**config.mk**
```make
export PLATFORM = sky130hd
export DESIGN_NAME = brk_ctrl_top
export DESIGN_NICKNAME = d
export VERILOG_FILES = /design/src/rtl/brk_pkg.sv /design/src/rtl/brk_regs.sv /design/src/rtl/brk_match.sv /design/src/rtl/brk_ctrl_top.sv
export SDC_FILE = /design/constraint.sdc
export NUM_CORES = 1
export LEC_CHECK = 0
export BUFFER_PORTS_ARGS = -buffer_cell sky130_fd_sc_hd__buf_4
export CAP_MARGIN = 25
export CORE_MARGIN = 2
export CORE_UTILIZATION = 30
export DETAILED_ROUTE_END_ITERATION = 12
export PLACE_DENSITY_LB_ADDON = 0.25
export SKIP_LAST_GASP = 1
export SYNTH_ARGS = -nofsm -noshare
export SYNTH_HDL_FRONTEND = slang
export SYNTH_HIERARCHICAL = 1
export SYNTH_SLANG_ARGS = --single-unit
export TNS_END_PERCENT = 100
```
**constraint.sdc**
```tcl
create_clock -name clk -period 2.1 [get_ports clk]
set_input_delay 0.105 -clock clk [delete_from_list [all_inputs] [get_ports clk]]
set_output_delay 0.105 -clock clk [all_outputs]
set_load 0.01 [all_outputs]
```
**src/rtl/brk_pkg.sv**
```systemverilog
package brk_pkg;
  typedef enum logic [1:0] {
    KIND_FETCH = 2'd0,
    KIND_READ  = 2'd1,
    KIND_WRITE = 2'd2
  } bus_kind_e;

  typedef enum logic [1:0] {
    SEL_TYPE_FETCH = 2'd0,
    SEL_TYPE_READ  = 2'd1,
    SEL_TYPE_WRITE = 2'd2,
    SEL_TYPE_DATA  = 2'd3
  } type_sel_e;

  typedef struct packed {
    logic [1:0] ctype;
    logic [2:0] mask;
    logic       msel;
    logic       ie;
  } brk_ctrl_t;

  localparam int CTRL_W = 7;

  localparam logic [1:0] RSEL_ADDR = 2'd0;
  localparam logic [1:0] RSEL_CTRL = 2'd1;
  localparam logic [1:0] RSEL_FLAG = 2'd2;
  localparam logic [1:0] RSEL_STOP = 2'd3;
endpackage

```
**src/rtl/brk_regs.sv**
```systemverilog
module brk_regs
  import brk_pkg::*;
#(
  parameter int ADDR_W = 24
) (
  input  logic              clk,
  input  logic              rst_n,
  input  logic              wr_en,
  input  logic              rd_en,
  input  logic [1:0]        sel,
  input  logic [ADDR_W-1:0] wdata,
  output logic [ADDR_W-1:0] rdata,
  input  logic              set_flag,
  output logic [ADDR_W-1:0] brk_addr,
  output brk_ctrl_t         ctrl,
  output logic              flag,
  output logic              stop
);
  logic seen_q;
  logic clr_ok;

  assign clr_ok = wr_en && (sel == RSEL_FLAG) && !wdata[0] && seen_q;

  always_ff @(posedge clk or negedge rst_n) begin
    if (!rst_n) begin
      brk_addr <= '0;
      ctrl     <= '0;
      stop     <= 1'b1;
    end else if (wr_en) begin
      case (sel)
        RSEL_ADDR: brk_addr <= wdata;
        RSEL_CTRL: ctrl     <= brk_ctrl_t'(wdata[CTRL_W-1:0]);
        RSEL_STOP: stop     <= wdata[0];
        default:   ;
      endcase
    end
  end

  always_ff @(posedge clk or negedge rst_n) begin
    if (!rst_n) begin
      flag   <= 1'b0;
      seen_q <= 1'b0;
    end else begin
      if (set_flag)    flag <= 1'b1;
      else if (clr_ok) flag <= 1'b0;
      if (clr_ok && !set_flag)
        seen_q <= 1'b0;
      else if (rd_en && (sel == RSEL_FLAG) && flag)
        seen_q <= 1'b1;
    end
  end

  always_comb begin
    case (sel)
      RSEL_ADDR: rdata = brk_addr;
      RSEL_CTRL: rdata = {{(ADDR_W-CTRL_W){1'b0}}, ctrl};
      RSEL_FLAG: rdata = {{(ADDR_W-1){1'b0}}, flag};
      default:   rdata = {{(ADDR_W-1){1'b0}}, stop};
    endcase
  end

  // the flag stays up unless software writes the flag register
  p_flag_holds_r8: assert property (@(posedge clk) disable iff (!rst_n)
    (flag && !(wr_en && sel == RSEL_FLAG)) |=> flag);

  // a flag drop always follows a zero write to the flag register
  p_fall_by_write_r8: assert property (@(posedge clk) disable iff (!rst_n)
    $fell(flag) |-> $past(wr_en && sel == RSEL_FLAG && !wdata[0]));
endmodule

```
**src/rtl/brk_match.sv**
```systemverilog
module brk_match
  import brk_pkg::*;
#(
  parameter int ADDR_W = 24
) (
  input  logic              clk,
  input  logic              rst_n,
  input  logic              stop,
  input  logic [ADDR_W-1:0] brk_addr,
  input  brk_ctrl_t         ctrl,
  input  logic              bus_valid,
  input  logic [ADDR_W-1:0] bus_addr,
  input  logic [1:0]        bus_kind,
  input  logic              bus_mst,
  input  logic              instr_start,
  input  logic [ADDR_W-1:0] instr_addr,
  output logic              set_flag
);
  logic [ADDR_W-1:0] care;
  logic              kind_ok;
  logic              fetch_hit;
  logic              data_hit;
  logic              exec_hit;
  logic              pending_q;
  int                nmask;

  always_comb begin
    case (ctrl.mask)
      3'd0:    nmask = 0;
      3'd1:    nmask = 1;
      3'd2:    nmask = 2;
      3'd3:    nmask = 3;
      3'd4:    nmask = 4;
      3'd5:    nmask = 8;
      3'd6:    nmask = 12;
      default: nmask = 16;
    endcase
    for (int i = 0; i < ADDR_W; i++) care[i] = (i >= nmask);
  end

  always_comb begin
    case (type_sel_e'(ctrl.ctype))
      SEL_TYPE_READ:  kind_ok = (bus_kind == KIND_READ);
      SEL_TYPE_WRITE: kind_ok = (bus_kind == KIND_WRITE);
      SEL_TYPE_DATA:  kind_ok = (bus_kind == KIND_READ) || (bus_kind == KIND_WRITE);
      default:        kind_ok = 1'b0;
    endcase
  end

  assign fetch_hit = bus_valid && !stop && (ctrl.ctype == SEL_TYPE_FETCH) &&
                     (bus_kind == KIND_FETCH) && !ctrl.msel && !bus_mst &&
                     (((bus_addr ^ brk_addr) & care) == '0);
  assign data_hit  = bus_valid && !stop && kind_ok && (bus_mst == ctrl.msel) &&
                     (((bus_addr ^ brk_addr) & care) == '0);
  assign exec_hit  = instr_start && !stop && pending_q &&
                     (((instr_addr ^ brk_addr) & care) == '0);
  assign set_flag  = data_hit || exec_hit;

  always_ff @(posedge clk or negedge rst_n) begin
    if (!rst_n)         pending_q <= 1'b0;
    else if (stop)      pending_q <= 1'b0;
    else if (fetch_hit) pending_q <= 1'b1;
    else if (exec_hit)  pending_q <= 1'b0;
  end

  // a fetch by itself never raises the flag
  p_fetch_deferred_r7: assert property (@(posedge clk) disable iff (!rst_n)
    (bus_valid && bus_kind == KIND_FETCH && !instr_start) |-> !set_flag);

  // an instruction start with nothing pending and no data cycle sets nothing
  p_exec_needs_fetch_r7: assert property (@(posedge clk) disable iff (!rst_n)
    (!pending_q && !bus_valid) |-> !set_flag);

  // a data cycle from the unselected master is not a hit
  p_master_r4: assert property (@(posedge clk) disable iff (!rst_n)
    (bus_valid && bus_mst != ctrl.msel && !instr_start) |-> !set_flag);
endmodule

```
**src/rtl/brk_ctrl_top.sv**
```systemverilog
module brk_ctrl_top
  import brk_pkg::*;
#(
  parameter int ADDR_W = 24
) (
  input  logic              clk,
  input  logic              rst_n,
  input  logic              reg_wr,
  input  logic              reg_rd,
  input  logic [1:0]        reg_sel,
  input  logic [ADDR_W-1:0] reg_wdata,
  output logic [ADDR_W-1:0] reg_rdata,
  input  logic              bus_valid,
  input  logic [ADDR_W-1:0] bus_addr,
  input  logic [1:0]        bus_kind,
  input  logic              bus_mst,
  input  logic              instr_start,
  input  logic [ADDR_W-1:0] instr_addr,
  output logic              brk_irq,
  output logic              brk_flag
);
  logic [ADDR_W-1:0] brk_addr;
  brk_ctrl_t         ctrl;
  logic              flag;
  logic              stop;
  logic              set_flag;

  brk_regs #(.ADDR_W(ADDR_W)) regs_i (
    .clk(clk), .rst_n(rst_n), .wr_en(reg_wr), .rd_en(reg_rd), .sel(reg_sel),
    .wdata(reg_wdata), .rdata(reg_rdata), .set_flag(set_flag),
    .brk_addr(brk_addr), .ctrl(ctrl), .flag(flag), .stop(stop)
  );

  brk_match #(.ADDR_W(ADDR_W)) match_i (
    .clk(clk), .rst_n(rst_n), .stop(stop), .brk_addr(brk_addr), .ctrl(ctrl),
    .bus_valid(bus_valid), .bus_addr(bus_addr), .bus_kind(bus_kind),
    .bus_mst(bus_mst), .instr_start(instr_start), .instr_addr(instr_addr),
    .set_flag(set_flag)
  );

  assign brk_irq  = flag && ctrl.ie && !stop;
  assign brk_flag = flag;

  // a request needs both the flag and the enable
  p_irq_gate_r6: assert property (@(posedge clk) disable iff (!rst_n)
    brk_irq |-> (brk_flag && ctrl.ie));

  // a stopped block raises no request
  p_stop_quiet_r9: assert property (@(posedge clk) disable iff (!rst_n)
    stop |-> !brk_irq);

  // a stopped block produces no hit
  p_stop_no_hit_r9: assert property (@(posedge clk) disable iff (!rst_n)
    stop |-> !set_flag);
endmodule

```
After elaboration in Yosys (flattened, before gate mapping)
Cells that the tools add are included.

Bits in registers: 35. Input port bits: 83. Output and inout bits: 26. Logic and storage cells: 101.

Order comparisons: 24. Equal/unequal tests: 15. Muxes and demuxes: 10. Bitwise logic cells: 4. Reduce and logical (&&, ||, !) cells: 39.

Operators by type and width (count): $pmux 24 s3 (1); $and 24x24->24 (2); $logic_not 24->1 (2); $xor 24x24->24 (2); $ge 4x5->1 const A (8); $ge 5x5->1 const A (8); $pmux 5 s7 (1); $ge 3x5->1 const A (4); $logic_and 1x1->1 (20); $eq 2x2->1 const B (5); $ge 1x5->1 const A (2); $ge 2x5->1 const A (2); $eq 3x3->1 const B (3); $mux 1 (7); $eq 2x1->1 const B (3); $eq 3x2->1 const B (2); $logic_not 2->1 (3); $reduce_and 2->1 (3); $logic_not 1->1 (5); $reduce_bool 2->1 (2); $eq 3x1->1 const B (1); $logic_not 3->1 (1); $pmux 1 s3 (1); $reduce_bool 3->1 (1); other kinds (2) (3).

Depth between registers and ports, before layout
Word-level depth: 10. Gate-level depth with buffers: 9.

Modules after synthesis
The synthesis kept the hierarchy.

Modules (own cells, without submodules): brk_regs (instances 1, cells an instance 111, area each 1556.5 um^2, seq. area each 852.1 um^2); brk_match (instances 1, cells an instance 96, area each 762.0 um^2, seq. area each 25.0 um^2); brk_ctrl_top (instances 1, cells an instance 1, area each 8.8 um^2, seq. area each 0.0 um^2).

Least setup slack after synthesis
No wires, ideal clock.

Path type: flip-flop to flip-flop. Start: register regs_i.brk_addr[1]. End: register regs_i.seen_q. Setup time: 0.079 ns. Arrival time: 1.805 ns. Required time: 2.021 ns. Setup slack: 0.215 ns. Cell stages (with the launch flop): 8. Path buffers: 0. Clock period less this slack: 1.885 ns. Cells stage by stage: dfrtp_1 > xor2_1 > a2111oi_2 > nand3_1 > a2111oi_1 > o21bai_1 > nor4bb_1 > a2bb2oi_1.

Longest elaborated chain between the ends: 8. Elaborated cells between the ends (all ways): 13. Those cells by class: mux: 1; bitwise: 4; reduce/logical: 8.

RTL lines: start: declaration (line brk_regs.sv:14) `output logic [ADDR_W-1:0] brk_addr,`; start signal: assignment (line brk_regs.sv:31) `RSEL_ADDR: brk_addr <= wdata;`; $xor 24x24->24 (on tied branches) (line brk_match.sv:54, brk_match.sv:56); $and 24x24->24 (on tied branches) (line brk_match.sv:54, brk_match.sv:56); $logic_not 24->1 (on tied branches) (line brk_match.sv:54, brk_match.sv:56); $logic_and 1x1->1 (on tied branches) (line brk_match.sv:53, brk_match.sv:55); $logic_or 1x1->1 * (line brk_match.sv:57) `assign set_flag = data_hit || exec_hit;`; net set_flag (line brk_ctrl_top.sv:26) `logic set_flag;`; $logic_not 1->1 * (line brk_regs.sv:46) `if (clr_ok && !set_flag)`; $logic_and 1x1->1 * (line brk_regs.sv:46); $mux 1 / $reduce_bool 2->1 (equally long branches); end signal: assignment (line brk_regs.sv:42) `seen_q <= 1'b0;`; end signal: assignment (line brk_regs.sv:47) `seen_q <= 1'b0;`; end signal: assignment (line brk_regs.sv:49) `seen_q <= 1'b1;`; end: declaration (line brk_regs.sv:19) `logic seen_q;`.

Mark *: on every way through the listed nets, which the timed path passes. The rest lies on a longest branch. A chain may end at the register's enable or synchronous reset.

Final worst setup path
Ends and elaborated chain as after synthesis.

==> summary.txt <==
status - complete, no violations
clk_skew - 0.009842 ns
Mapped Nets - 294
initial antenna violation count - 0
Slew @ Worst Pin - 0.4788 ns
CORE AREA - 0.007607 mm^2
CTS root buf - clkbuf_8
die area - 0.008478 mm^2
predominant post-synthesis flop cell - dfrtp_1
Synth top area share - 0.3656
most common library cells after synthesis - dfrtp_1, mux2_2, xor2_1, xnor2_1, and2_1
Detailed Routing Iterations Pass 1 - 4
max cap viols - 0
vias in the first global route - 2221
initial core utilization - 0.3059
post-detail-place hpwl - 5115 um
Clock Sinks - 35
H-tree depth - 2
Yosys reg bits - 35
TritonCTS clock tree - built
total gr overflow - 0
initial DRC count - 55
Netlist cell types - 42
clock slew at reported path FFs - 0.08 ns
via/cell ratio - 4.571
endpoints failing setup - 0
largest net degree at the start of global routing - 36
PwrDens - 636.3 mW/mm^2
Post-synth EDFFs - 0
Mapped Cells - 208
I/O Buffers - 108
YS warnings - 6
post-synth top area cell - dfrtp_1
most frequent cell after synthesis - dfrtp_1
Peak VDD IR - 0.3866 mV
Worst EP required - 2.30 ns
number of antenna diodes - 0
hold_ws - 0.04297 ns
Area Overhead vs Synth - 49.14%
Post-layout nets - 419
asr flop ratio synth - 1.000
CP Capture Type - register
first-pass GRT wire length - 10570 um
CP Launch Type - register
GP Congestion - 0.7363
CP max stage cell - dfrtp_1
critical path peak fanout - 4
GRT Resource Usage Total - 0.1591
final core occ - 0.4563
period utilisation layout - 0.9598
layout cell share with drive strength beyond 1 - 0.5269
Netlist Area Pre-Place - 0.002327 mm^2
Mapped Avg Cell Area - 11.19 um^2
crit path kind - reg2reg
FP Rows - 32
hold crit path type - in2reg
Die Span Y - 92.08 um
DRT Wirelength - 6485 um
fill cell count - 794
synth top area cells - dfrtp_1, mux2_2, xor2_1
Residual DRC - 0
final max-slew violation count - 0
CP max stage delay - 0.42 ns
crit path cell chain - xor2_1 -> a2111oi_2 -> nand3_1 -> a2111oi_4 -> o21bai_4 -> nor4bb_2 -> a2bb2oi_1
Vias - 1993
WL/cell - 14.87 um
Final ANT Viol Nets - 0
clk_lat worst skew - 0.29 ns
Final Hold Viols - 0
Power, Total - 0.002209 W
Peak Freq - 496.1 MHz
boundary pin count - 109
sequential share of the synthesized area - 0.3769
TritonCTS buffer count - 5
Rel. slew slack - 0.6808
minimum clock period - 2.016 ns
Max clock buf depth - 2
chip width - 92.08 um
Pleak - 1.608 nW
Crit path arrival time - 2.22 ns
-- layout by cell type (no fill, tap or decap), types with 2 or more instances in the layout --
cell type    n
a21oi_1      2
and2_1      17
buf_4      122
clkbuf_8     5
clkinv_2     3
dfrtp_1     34
ha_1         3
inv_1        3
mux2_2      32
mux2i_1      6
nand2_1      6
nand3_1      4
nand4_1      4
nor2_1      10
nor4_1       3
nor4_2       2
o21ai_0      4
o22ai_1      2
xnor2_1     20
xor2_1      29
-- metal layers --
| metal | vias to the layer above | share of wire | track usage |
|---|---|---|---|
| met4 | 0 | 0.0040 | 0.03731 |
| met3 | 2 | 0.079 | 0.05341 |
| met5 | - | 0 | 0 |
| li1 | 984 | - | - |
| met2 | 69 | 0.50 | 0.2678 |
| met1 | 938 | 0.42 | 0.1971 |
-- registers in the layout, indices dropped and copies added, names as in the netlist --
register and cells:
match_i/pending_q 1, regs_i/ctrl 7, regs_i/brk_addr 24, regs_i/seen_q 1, regs_i/stop 1, regs_i/flag 1
-- final timing paths --
check / start / to / slack (ns) / cells past startpoint
worst max-delay path: regs_i/brk_addr[1] / regs_i/seen_q / 0.08 / 7
worst min-delay path: reg_wdata[10] / regs_i/brk_addr[10] / 0.04 / 2
worst max register to register: regs_i/brk_addr[1] / regs_i/seen_q / 0.08 / 7
worst min register to register: regs_i/ctrl[0] / regs_i/ctrl[0] / 0.53 / 1
max in group asynchronous: rst_n / regs_i/stop / 1.42 / 2
min in group asynchronous: rst_n / regs_i/brk_addr[17] / 0.32 / 2
-- power by group --
part | switching, W | internal (W)
registers | 0.000136 | 0.000794
logic | 0.000323 | 0.000473
clock network | 0.000255 | 0.000227
-- repair_timing --
| action | CTS | global route |
|---|---|---|
| setup buffers | 0 | 2 |
| endpoints found under the setup margin | 2 | 2 |
| hold endpoints to repair | 34 | 0 |
| pin swaps | 0 | 6 |
| resized for setup | 3 | 4 |
| hold buffers | 1 | 0 |
-- critical path, delay by kind of cell, from the launching register on --
family	cells	cell delay, ns
simple gates	2	0.26
xor+xnor	1	0.19
compound gates	4	1.03
flops	1	0.42
-- kinds of logic after synthesis --
logic type | Yosys count | share of synthesized area
flip-flops | 35 | 0.3769
XOR/XNOR | 49 | 0.1844
multiplexers | 40 | 0.1968
AO/OA/AOI/OAI | 17 | 0.05430
adder cells (fa/ha/maj) | 3 | 0.01613
AND/OR/NAND/NOR | 56 | 0.1484
buffers and inverters | 8 | 0.02311
-- per-stage QoR --
step           instances  setup TNS, ns  setup slack [ns]  cell area (um^2)
6_report             436              0           0.08445              3471
3_5_place_dp         425        -0.1493          -0.08867              3313
2_1_floorplan        208              0            0.2154              2327
4_1_cts              434              0           0.01627              3426
5_1_grt              436      -0.006827         -0.006827              3471
3_3_place_gp         424       -0.04186          -0.02685              3306
-- area by class of cell --
class | count | area [um^2] | area share
Clock buffer | 5 | 68.82 | 0.01983
Inverter | 3 | 11.26 | 0.003244
Clock inverter | 3 | 15.01 | 0.004326
Sequential cell | 35 | 877.1 | 0.2527
Tap cell | 102 | 127.6 | 0.03677
Multi-Input combinational cell | 165 | 1445 | 0.4164
Timing Repair Buffer | 123 | 925.9 | 0.2668
(Power assumes the default switching activity.)
